`config.mk`:
```
export PLATFORM = sky130hd
export DESIGN_NAME = ptw_walker
export DESIGN_NICKNAME = d
export VERILOG_FILES = /design/src/rtl/ptw_pkg.sv /design/src/rtl/ptw_addr_gen.sv /design/src/rtl/ptw_desc_eval.sv /design/src/rtl/ptw_walker.sv
export SDC_FILE = /design/constraint.sdc
export NUM_CORES = 1
export LEC_CHECK = 0
export BUFFER_PORTS_ARGS = -buffer_cell sky130_fd_sc_hd__clkbuf_2
export CELL_PAD_IN_SITES_DETAIL_PLACEMENT = 1
export CELL_PAD_IN_SITES_GLOBAL_PLACEMENT = 1
export CORE_AREA = 3 3 198 200
export DETAILED_ROUTE_END_ITERATION = 16
export DIE_AREA = 0 0 201 203
export HOLD_SLACK_MARGIN = 0.1
export PLACE_DENSITY_LB_ADDON = 0.1
export SLEW_MARGIN = 40
export SYNTH_ARGS = -nofsm -noshare
export SYNTH_HDL_FRONTEND = slang
export SYNTH_HIERARCHICAL = 1
export SYNTH_SLANG_ARGS = --single-unit
```
`constraint.sdc`:
```
create_clock -name clk -period 4.05 [get_ports clk]
set_clock_uncertainty 0.05 [all_clocks]
set_input_delay 0.405 -clock clk [delete_from_list [all_inputs] [get_ports clk]]
set_output_delay 0.405 -clock clk [all_outputs]
set_load 0.05 [all_outputs]
```
`src/rtl/ptw_pkg.sv`:
```
package ptw_pkg;

    typedef enum logic [2:0] {
        S_IDLE,
        S_RD_ROOT,
        S_WB_ROOT,
        S_RD_PTR,
        S_WB_PTR,
        S_RD_PAGE,
        S_WB_PAGE,
        S_FIN
    } walk_state_e;

    typedef enum logic [1:0] {
        LV_ROOT,
        LV_PTR,
        LV_PAGE
    } level_e;

    localparam int unsigned BIT_VALID = 1;
    localparam int unsigned BIT_WP    = 2;
    localparam int unsigned BIT_USED  = 3;
    localparam int unsigned BIT_MOD   = 4;
    localparam int unsigned BIT_SUPER = 7;

    localparam logic [1:0] DT_INVALID  = 2'd0;
    localparam logic [1:0] DT_INDIRECT = 2'd2;

endpackage

```
`src/rtl/ptw_addr_gen.sv`:
```
module ptw_addr_gen
    import ptw_pkg::*;
#(
    parameter int AW         = 32,
    parameter int ROOT_IDX_W = 7,
    parameter int PTR_IDX_W  = 7,
    parameter int PG_IDX_W   = 6
) (
    input  level_e          level,
    input  logic [AW-1:0]   vaddr,
    input  logic [AW-1:0]   root_ptr,
    input  logic [AW-1:0]   tbl_desc,
    input  logic            big_page,
    output logic [AW-1:0]   fetch_addr,
    output logic [AW-1:0]   off_mask
);
    localparam int ROOT_LSB     = AW - ROOT_IDX_W;
    localparam int PTR_LSB      = ROOT_LSB - PTR_IDX_W;
    localparam int SM_OFF_W     = PTR_LSB - PG_IDX_W;
    localparam int BIG_OFF_W    = SM_OFF_W + 1;
    localparam int PTR_ALIGN    = PTR_IDX_W + 2;
    localparam int PG_ALIGN_SM  = PG_IDX_W + 2;
    localparam int PG_ALIGN_BIG = PG_ALIGN_SM - 1;

    localparam logic [AW-1:0] PTR_BASE_MASK = ~((AW'(1) << PTR_ALIGN) - AW'(1));
    localparam logic [AW-1:0] PG_MASK_SM    = ~((AW'(1) << PG_ALIGN_SM) - AW'(1));
    localparam logic [AW-1:0] PG_MASK_BIG   = ~((AW'(1) << PG_ALIGN_BIG) - AW'(1));
    localparam logic [AW-1:0] OFF_MASK_SM   = (AW'(1) << SM_OFF_W) - AW'(1);
    localparam logic [AW-1:0] OFF_MASK_BIG  = (AW'(1) << BIG_OFF_W) - AW'(1);

    logic [AW-1:0] base;
    logic [AW-1:0] index;

    always_comb begin
        case (level)
            LV_ROOT: begin
                base  = root_ptr;
                index = AW'(vaddr[AW-1:ROOT_LSB]);
            end
            LV_PTR: begin
                base  = tbl_desc & PTR_BASE_MASK;
                index = AW'(vaddr[ROOT_LSB-1:PTR_LSB]);
            end
            default: begin
                if (big_page) begin
                    base  = tbl_desc & PG_MASK_BIG;
                    index = AW'(vaddr[PTR_LSB-1:BIG_OFF_W]);
                end else begin
                    base  = tbl_desc & PG_MASK_SM;
                    index = AW'(vaddr[PTR_LSB-1:SM_OFF_W]);
                end
            end
        endcase
        fetch_addr = base + (index << 2);
        off_mask   = big_page ? OFF_MASK_BIG : OFF_MASK_SM;
    end

endmodule

```
`src/rtl/ptw_desc_eval.sv`:
```
module ptw_desc_eval
    import ptw_pkg::*;
#(
    parameter int DW = 32
) (
    input  logic [DW-1:0] desc,
    input  logic          is_write,
    output logic [1:0]    dtype,
    output logic          tbl_valid,
    output logic          wprot,
    output logic          super_only,
    output logic          used,
    output logic [DW-1:0] used_set,
    output logic [DW-1:0] marked
);
    localparam logic [DW-1:0] USED_BIT = DW'(1) << BIT_USED;
    localparam logic [DW-1:0] MOD_BIT  = DW'(1) << BIT_MOD;

    always_comb begin
        dtype      = desc[1:0];
        tbl_valid  = desc[BIT_VALID];
        wprot      = desc[BIT_WP];
        super_only = desc[BIT_SUPER];
        used       = desc[BIT_USED];
        used_set   = desc | USED_BIT;
        marked     = desc | USED_BIT | (is_write ? MOD_BIT : '0);
    end

endmodule

```
`src/rtl/ptw_walker.sv`:
```
module ptw_walker
    import ptw_pkg::*;
#(
    parameter int AW         = 32,
    parameter int ROOT_IDX_W = 7,
    parameter int PTR_IDX_W  = 7,
    parameter int PG_IDX_W   = 6,
    parameter int MAX_HOPS   = 4
) (
    input  logic          clk,
    input  logic          rst_n,
    input  logic          start,
    input  logic [AW-1:0] vaddr,
    input  logic          is_super,
    input  logic          is_write,
    input  logic          probe,
    input  logic          page8k,
    input  logic [AW-1:0] sup_root,
    input  logic [AW-1:0] usr_root,
    output logic          busy,
    output logic          done,
    output logic          bus_err,
    output logic [AW-1:0] paddr,
    output logic          wp_seen,
    output logic          mem_req,
    output logic          mem_we,
    output logic [AW-1:0] mem_addr,
    output logic [AW-1:0] mem_wdata,
    input  logic          mem_ack,
    input  logic [AW-1:0] mem_rdata,
    input  logic          mem_err
);
    localparam int HOP_W = $clog2(MAX_HOPS + 1);
    localparam logic [AW-1:0] TYPE_CLR = ~AW'(3);

    typedef struct packed {
        walk_state_e     st;
        logic [AW-1:0]   va;
        logic            sup;
        logic            wr;
        logic            prb;
        logic            big;
        logic [AW-1:0]   maddr;
        logic [AW-1:0]   wdat;
        logic [AW-1:0]   desc;
        logic [HOP_W-1:0] hops;
        logic            wp;
        logic [AW-1:0]   pa;
        logic            berr;
    } regs_t;

    regs_t q, d;

    level_e        gen_level;
    logic [AW-1:0] gen_va;
    logic [AW-1:0] gen_root;
    logic [AW-1:0] gen_desc;
    logic          gen_big;
    logic [AW-1:0] fetch_addr;
    logic [AW-1:0] off_mask;

    logic [1:0]    d_type;
    logic          d_valid;
    logic          d_wp;
    logic          d_super;
    logic          d_used;
    logic [AW-1:0] d_used_set;
    logic [AW-1:0] d_marked;

    always_comb begin
        case (q.st)
            S_IDLE:              gen_level = LV_ROOT;
            S_RD_ROOT, S_WB_ROOT: gen_level = LV_PTR;
            default:             gen_level = LV_PAGE;
        endcase
        gen_va   = (q.st == S_IDLE) ? vaddr : q.va;
        gen_big  = (q.st == S_IDLE) ? page8k : q.big;
        gen_root = is_super ? sup_root : usr_root;
        gen_desc = (q.st == S_RD_ROOT || q.st == S_RD_PTR) ? mem_rdata : q.desc;
    end

    ptw_addr_gen #(
        .AW(AW), .ROOT_IDX_W(ROOT_IDX_W), .PTR_IDX_W(PTR_IDX_W), .PG_IDX_W(PG_IDX_W)
    ) u_addr (
        .level(gen_level),
        .vaddr(gen_va),
        .root_ptr(gen_root),
        .tbl_desc(gen_desc),
        .big_page(gen_big),
        .fetch_addr(fetch_addr),
        .off_mask(off_mask)
    );

    ptw_desc_eval #(.DW(AW)) u_eval (
        .desc(mem_rdata),
        .is_write(q.wr),
        .dtype(d_type),
        .tbl_valid(d_valid),
        .wprot(d_wp),
        .super_only(d_super),
        .used(d_used),
        .used_set(d_used_set),
        .marked(d_marked)
    );

    always_comb begin
        d = q;
        case (q.st)
            S_IDLE: begin
                if (start) begin
                    d.st    = S_RD_ROOT;
                    d.va    = vaddr;
                    d.sup   = is_super;
                    d.wr    = is_write;
                    d.prb   = probe;
                    d.big   = page8k;
                    d.maddr = fetch_addr;
                    d.wdat  = '0;
                    d.desc  = '0;
                    d.hops  = '0;
                    d.wp    = 1'b0;
                    d.pa    = '0;
                    d.berr  = 1'b0;
                end
            end
            S_RD_ROOT, S_RD_PTR: begin
                if (mem_ack) begin
                    if (mem_err || !d_valid) begin
                        d.st   = S_FIN;
                        d.berr = 1'b1;
                    end else begin
                        d.wp = q.wp | d_wp;
                        if (d_wp && q.wr && !q.prb) begin
                            d.st   = S_FIN;
                            d.berr = 1'b1;
                        end else if (!d_used && !q.prb) begin
                            d.st   = (q.st == S_RD_ROOT) ? S_WB_ROOT : S_WB_PTR;
                            d.wdat = d_used_set;
                            d.desc = d_used_set;
                        end else begin
                            d.st    = (q.st == S_RD_ROOT) ? S_RD_PTR : S_RD_PAGE;
                            d.maddr = fetch_addr;
                            d.desc  = mem_rdata;
                        end
                    end
                end
            end
            S_WB_ROOT, S_WB_PTR: begin
                if (mem_ack) begin
                    if (mem_err) begin
                        d.st   = S_FIN;
                        d.berr = 1'b1;
                    end else begin
                        d.st    = (q.st == S_WB_ROOT) ? S_RD_PTR : S_RD_PAGE;
                        d.maddr = fetch_addr;
                    end
                end
            end
            S_RD_PAGE: begin
                if (mem_ack) begin
                    if (mem_err) begin
                        d.st   = S_FIN;
                        d.berr = 1'b1;
                    end else if (d_type == DT_INDIRECT) begin
                        if (q.hops == HOP_W'(MAX_HOPS)) begin
                            d.st   = S_FIN;
                            d.berr = 1'b1;
                        end else begin
                            d.hops  = q.hops + HOP_W'(1);
                            d.maddr = mem_rdata & TYPE_CLR;
                        end
                    end else if (d_type == DT_INVALID) begin
                        d.st   = S_FIN;
                        d.berr = 1'b1;
                    end else begin
                        d.wp = q.wp | d_wp;
                        if (!q.prb && ((d_wp && q.wr) || (d_super && !q.sup))) begin
                            d.st   = S_FIN;
                            d.berr = 1'b1;
                        end else begin
                            d.pa = (mem_rdata & ~off_mask) | (q.va & off_mask);
                            if (!q.prb && (d_marked != mem_rdata)) begin
                                d.st   = S_WB_PAGE;
                                d.wdat = d_marked;
                            end else begin
                                d.st = S_FIN;
                            end
                        end
                    end
                end
            end
            S_WB_PAGE: begin
                if (mem_ack) begin
                    d.st = S_FIN;
                    if (mem_err) d.berr = 1'b1;
                end
            end
            default: begin
                d.st = S_IDLE;
            end
        endcase
    end

    always_ff @(posedge clk) begin
        if (!rst_n) begin
            q <= '0;
        end else begin
            q <= d;
        end
    end

    always_comb begin
        busy      = (q.st != S_IDLE);
        done      = (q.st == S_FIN);
        bus_err   = q.berr;
        paddr     = q.pa;
        wp_seen   = q.wp;
        mem_req   = (q.st == S_RD_ROOT) || (q.st == S_WB_ROOT) || (q.st == S_RD_PTR) ||
                    (q.st == S_WB_PTR)  || (q.st == S_RD_PAGE) || (q.st == S_WB_PAGE);
        mem_we    = (q.st == S_WB_ROOT) || (q.st == S_WB_PTR) || (q.st == S_WB_PAGE);
        mem_addr  = q.maddr;
        mem_wdata = q.wdat;
    end

    // an open transaction keeps its request and payload until acknowledged
    a_r12_req_held: assert property (@(posedge clk) disable iff (!rst_n)
        mem_req && !mem_ack |=> mem_req && $stable(mem_addr) && $stable(mem_we) && $stable(mem_wdata));

    // a probe walk never drives a write
    a_r10_probe_no_write: assert property (@(posedge clk) disable iff (!rst_n)
        busy && q.prb |-> !mem_we);

    // completion is a single-cycle pulse
    a_r13_done_pulse: assert property (@(posedge clk) disable iff (!rst_n)
        done |=> !done);

    // a walk opens with a read of the root level
    a_r13_first_read: assert property (@(posedge clk) disable iff (!rst_n)
        $rose(busy) |-> mem_req && !mem_we);

    // an error response ends the walk with a fault
    a_r11_err_ends: assert property (@(posedge clk) disable iff (!rst_n)
        mem_req && mem_ack && mem_err |=> done && bus_err);

endmodule

```
* After elaboration in Yosys (flattened, before gate mapping) *
Cells that the tools add are included.
W data, S select, Z words.

word-level totals
  register bits = 172
  latch bits = 0
  RAM bits = 0
  ROM bits = 0
  input bits = 137
  logic and storage cells = 168
  memories kept = 0

operators by class
  $add $sub $neg = 2
  multiply operators = 0
  divide/modulo/power cells = 0
  magnitude comparators = 0
  equal/unequal tests = 33
  shift operators = 0
  muxes and demuxes = 72
  bitwise gates (word level) = 6
  reductions and logical operators = 42

operators with widths
  cell                  number
  $mux W32              14
  $mux W96              3
  $pmux W32 S2          3
  $mux W172             1
  $mux W64              2
  $pmux W32 S4          1
  $pmux W32 S3          1
  $mux W33              2
  $and A32 B32 Y32      2
  $pmux W30 S2          1
  $mux W3               18
  $mux W37              1
  $mux W36              1
  $ne A2 B2 Y1 const B  17
  $add A32 B32 Y32      1
  $ne A32 B32 Y1        1
  $not A32 Y32          1
  $or A32 B32 Y32       1
  $or A32 B5 Y32        1
  $reduce_and A12 Y1    2
  $eq A3 B3 Y1 const B  5
  $pmux W3 S5           1
  $mux W1               14
  $mux W13              1
  34 further kinds      60

* Longest topological paths before layout *
  depth in word-level cells = 12
  mapped depth = 23
  mapped depth without buffers = 19

* By module *
Netlist, hierarchy kept.

by module, submodules not included
  module         instances  cells each  area an instance (µm²)
  ptw_walker     1          1415        10819.1
  ptw_addr_gen   1          235         1783.0
  ptw_desc_eval  1          71          528.0

* Worst setup path after synthesis *
No wires, ideal clock.

  kind = register to register
  start point = reg q[170] (netlist bit)
  end point = reg q, in the netlist mem_addr[30]
  setup time = 0.070 ns
  data arrival time = 4.375 ns
  required time = 3.930 ns
  setup slack = -0.445 ns
  stages on the path, launching flop included = 24
  path through = dfxtp_1 -> buf_2 -> buf_1 -> xnor2_1 -> nor2_1 -> buf_6 -> buf_2 -> nor2_2 -> buf_2 -> clkbuf_1 -> and2_1 -> ha_1 -> inv_1 -> fa_1 -> nand2b_1 -> a21oi_1 -> o31a_1 -> clkbuf_1 -> nand2_1 -> nor3b_2 -> xnor2_1 -> nand2_1 -> a211o_1 -> a21boi_1

on the way
  word-level cells in the longest chain between the ends = 11
  elaborated cells between the ends (all ways) = 42

ends and longest elaborated chain
  element                                                  line                text
  from (decl)                                              ptw_walker.sv:52    regs_t q, d;
  from (signal assigned)                                   ptw_walker.sv:206   q <= '0;
  from (signal assigned)                                   ptw_walker.sv:208   q <= d;
  $eq A3 B1 Y1 / $eq A3 B2 Y1 (equally long branches)      ptw_walker.sv:71    case (q.st)
  $reduce_or A2 Y1                                         ptw_walker.sv:71
  $pmux W2 S2 *                                            ptw_walker.sv:71
  via gen_level[0]                                         ptw_walker.sv:54    level_e gen_level;
  $eq A2 B1 Y1 / $logic_not A2 Y1 (equally long branches)  ptw_addr_gen.sv:35  case (level)
  $pmux W32 S2 / $pmux W30 S2 (equally long branches)      ptw_addr_gen.sv:35
  $add A32 B32 Y32 *                                       ptw_addr_gen.sv:54  fetch_addr = base + (index << 2);
  via fetch_addr[30]                                       ptw_walker.sv:59    logic [AW-1:0] fetch_addr;
  $mux W32                                                 ptw_walker.sv:136   end else if (!d_used && !q.prb) begin
  $mux W96                                                 ptw_walker.sv:133   if (d_wp && q.wr && !q.prb) begin
  $mux W96                                                 ptw_walker.sv:128   if (mem_err || !d_valid) begin
  $mux W96                                                 ptw_walker.sv:127   if (mem_ack) begin
  $pmux W32 S4 *                                           ptw_walker.sv:108   case (q.st)

The timed path passes the listed nets; every way through them passes the cells marked *. The select of a mux whose other input is x is not followed.
A chain may end at the register's enable or synchronous reset.

* Worst setup path in the final report *
  start point = reg q[170] (netlist bit)
  end point = reg q, in the netlist mem_addr[17]

Same word-level chain as after synthesis.

==> impl_metrics.tcl <==
set metrics [dict create \
    grt_overflow 0 \
    area_growth_syn_to_layout_pct 8.401 \
    final_core_util_pct 36.30 \
    drtAntennaViolNets 0 \
    slew_viol_final 0 \
    place.gp.congestion 0.8711 \
    io_buffers 238 \
    start_util_pct 33.49 \
    grt_pass1_wl_um 72500 \
    critPathLaunchType "register" \
    power_density_nw_per_um2 834.1 \
    crit_chain "buf_4 > xnor2_1 > nor2_2 > buf_4 > nor2b_1 > a211oi_1 > a21oi_1 > ha_1 > o211ai_1 > o21ai_1 > a31o_2 > nand4_1 > a21oi_1 > xnor2_1 > nand2_1 > a211o_1 > a21boi_1" \
    fin_nets 1789 \
    vias_per_cell 5.197 \
    cpMaxStageDelayCell "dfxtp_1" \
    cp.arrival_ns 4.07 \
    final_cell_mix "nand2_1 (336), clkbuf_2 (238), dfxtp_1 (165)" \
    tns_ns 0 \
    clockPowerShare_pct 15.0 \
    power.switching_uw 6006 \
    endpoint_kind "register" \
    die_w_um 201 \
    p_seq_share_pct 20.5 \
    multi_input_area_um2 7431 \
    outcome "finished, final reports clean" \
    wl_per_cell_um 21.96 \
    cp.required_ns 4.39 \
    track_usage_pct 23.02 \
    drcViolationCount 0 \
    antenna_found_initial 2 \
    dieArea_um2 40800 \
    total_power_uw 11380 \
    postSynthAreaPerCell_um2 7.735 \
    worstSetupPathType "reg2reg" \
    fill_cells 4640 \
    switching_share_pct 52.79 \
    num_rows 71 \
    tightestPinTransition_ns 0.8249 \
    hold_class "in2reg" \
    cts_buffers 17 \
    dr.first_iter.drc_count 555 \
    fmax_mhz 267.8 \
    setup_ws_ns 0.3163 \
    cp_max_fo 8 \
    grt_max_degree 104 \
    combPwrFrac_pct 64.6 \
    hpwl_um 34160 \
    core_um2 37580 \
    period_share_pct 92.19 \
    slowest_delay_ns 0.34 \
    cts_tree "built" \
    vias 11260 \
    grt_pass1_vias 11390 \
    rsz0062_at_grt "false" \
    drive_gt1_share_pct 26.10 \
    p_leak_uw 0.005600 \
    firstDrtPassIters 5 \
    io_pins 239 \
    finalHoldViolCount 0 \
    htreeDepth 4 \
    synth_area_um2 12580 \
    synth_warnings 6 \
    cts_buffer_depth 2 \
    dp_slack_ns 0.001223 \
    final_common_cell "nand2_1" \
    finalSetupViolations 0 \
    cts.sink_count 165 \
    seq_area_um2 3303 \
    period_needed_ns 3.734 \
    peakVddDrop_uv 366.9 \
    postSynthCellCount 1627 \
    slew_headroom_pct 44.64 \
    p_int_uw 5372 \
    clk_pin_slew_worst_paths_ns 0.08 \
    clockRootBuffer "clkbuf_16" \
    wl_um 47580 \
    clk_latency_ns 0.46 \
    cap_viol_max_count 0 \
    die_y_um 203 \
    ctsHoldBuffers 0 \
]
-- registers in the layout, indices dropped and copies added (netlist names) --
signal and count:
q 67, mem_addr 32, mem_wdata 32, paddr 32, bus_err 1, wp_seen 1
-- power by group through the flow --
| stage | Clock [uW] | Sequential, uW | Combinational, uW |
|---|---|---|---|
| after floorplan | 0 | 2240 | 5630 |
| after global placement | 0 | 2350 | 7220 |
| after detailed placement | 0 | 2360 | 7270 |
| after CTS | 1760 | 2320 | 7350 |
| after global routing | 1820 | 2380 | 8030 |
| final | 1700 | 2330 | 7350 |
-- timing repair --
item,4_1_cts,5_1_grt
gates resized for setup,0,7
pin swaps,1,2
setup buffers,3,2
setup endpoints to repair,3,16
-- stage by stage --
step | instances | cell area, um2 | hold WS, ns
2_1_floorplan | 1657 | 12710 | 0.3811
3_3_place_gp | 2129 | 12990 | 0.3914
3_5_place_dp | 2129 | 12990 | 0.3997
4_1_cts | 2164 | 13600 | 0.1004
5_1_grt | 2166 | 13640 | 0.1227
6_report | 2167 | 13640 | 0.1186
-- worst paths after layout --
check,endpoint,depth (start not counted),slack (ns),start
max reg2reg,mem_addr[17],17,0.32,q[170]
min,q[143],3,0.12,vaddr[6]
max,mem_addr[17],17,0.32,q[170]
min reg2reg,mem_addr[0],2,0.41,mem_addr[0]
-- layout make-up --
| class | instances | area share, % |
|---|---|---|
| multi-input combinational | 1154 | 54.47 |
| sequential | 165 | 24.21 |
| timing repair buffer | 290 | 11.92 |
| tap | 511 | 4.687 |
| clock buffer | 17 | 3.118 |
| clock inverter | 15 | 1.183 |
| inverter | 14 | 0.3852 |
| antenna | 1 | 0.01834 |
-- worst max-delay path, delay by kind of cell (launching register included) --
family	cells	cell delay, ns
flops	1	0.34
simple gates	4	0.59
fa+ha+maj	1	0.34
xor+xnor	2	0.27
buf+inv	2	0.38
compound gates	8	1.69
-- metal layers --
layer  global-route usage, %  wire length [um]
met3                   3.159              1870
met2                   37.82             22160
met1                   31.77             22610
met4                   6.123               938
met5                       0                 0
(Power assumes the default switching activity.)
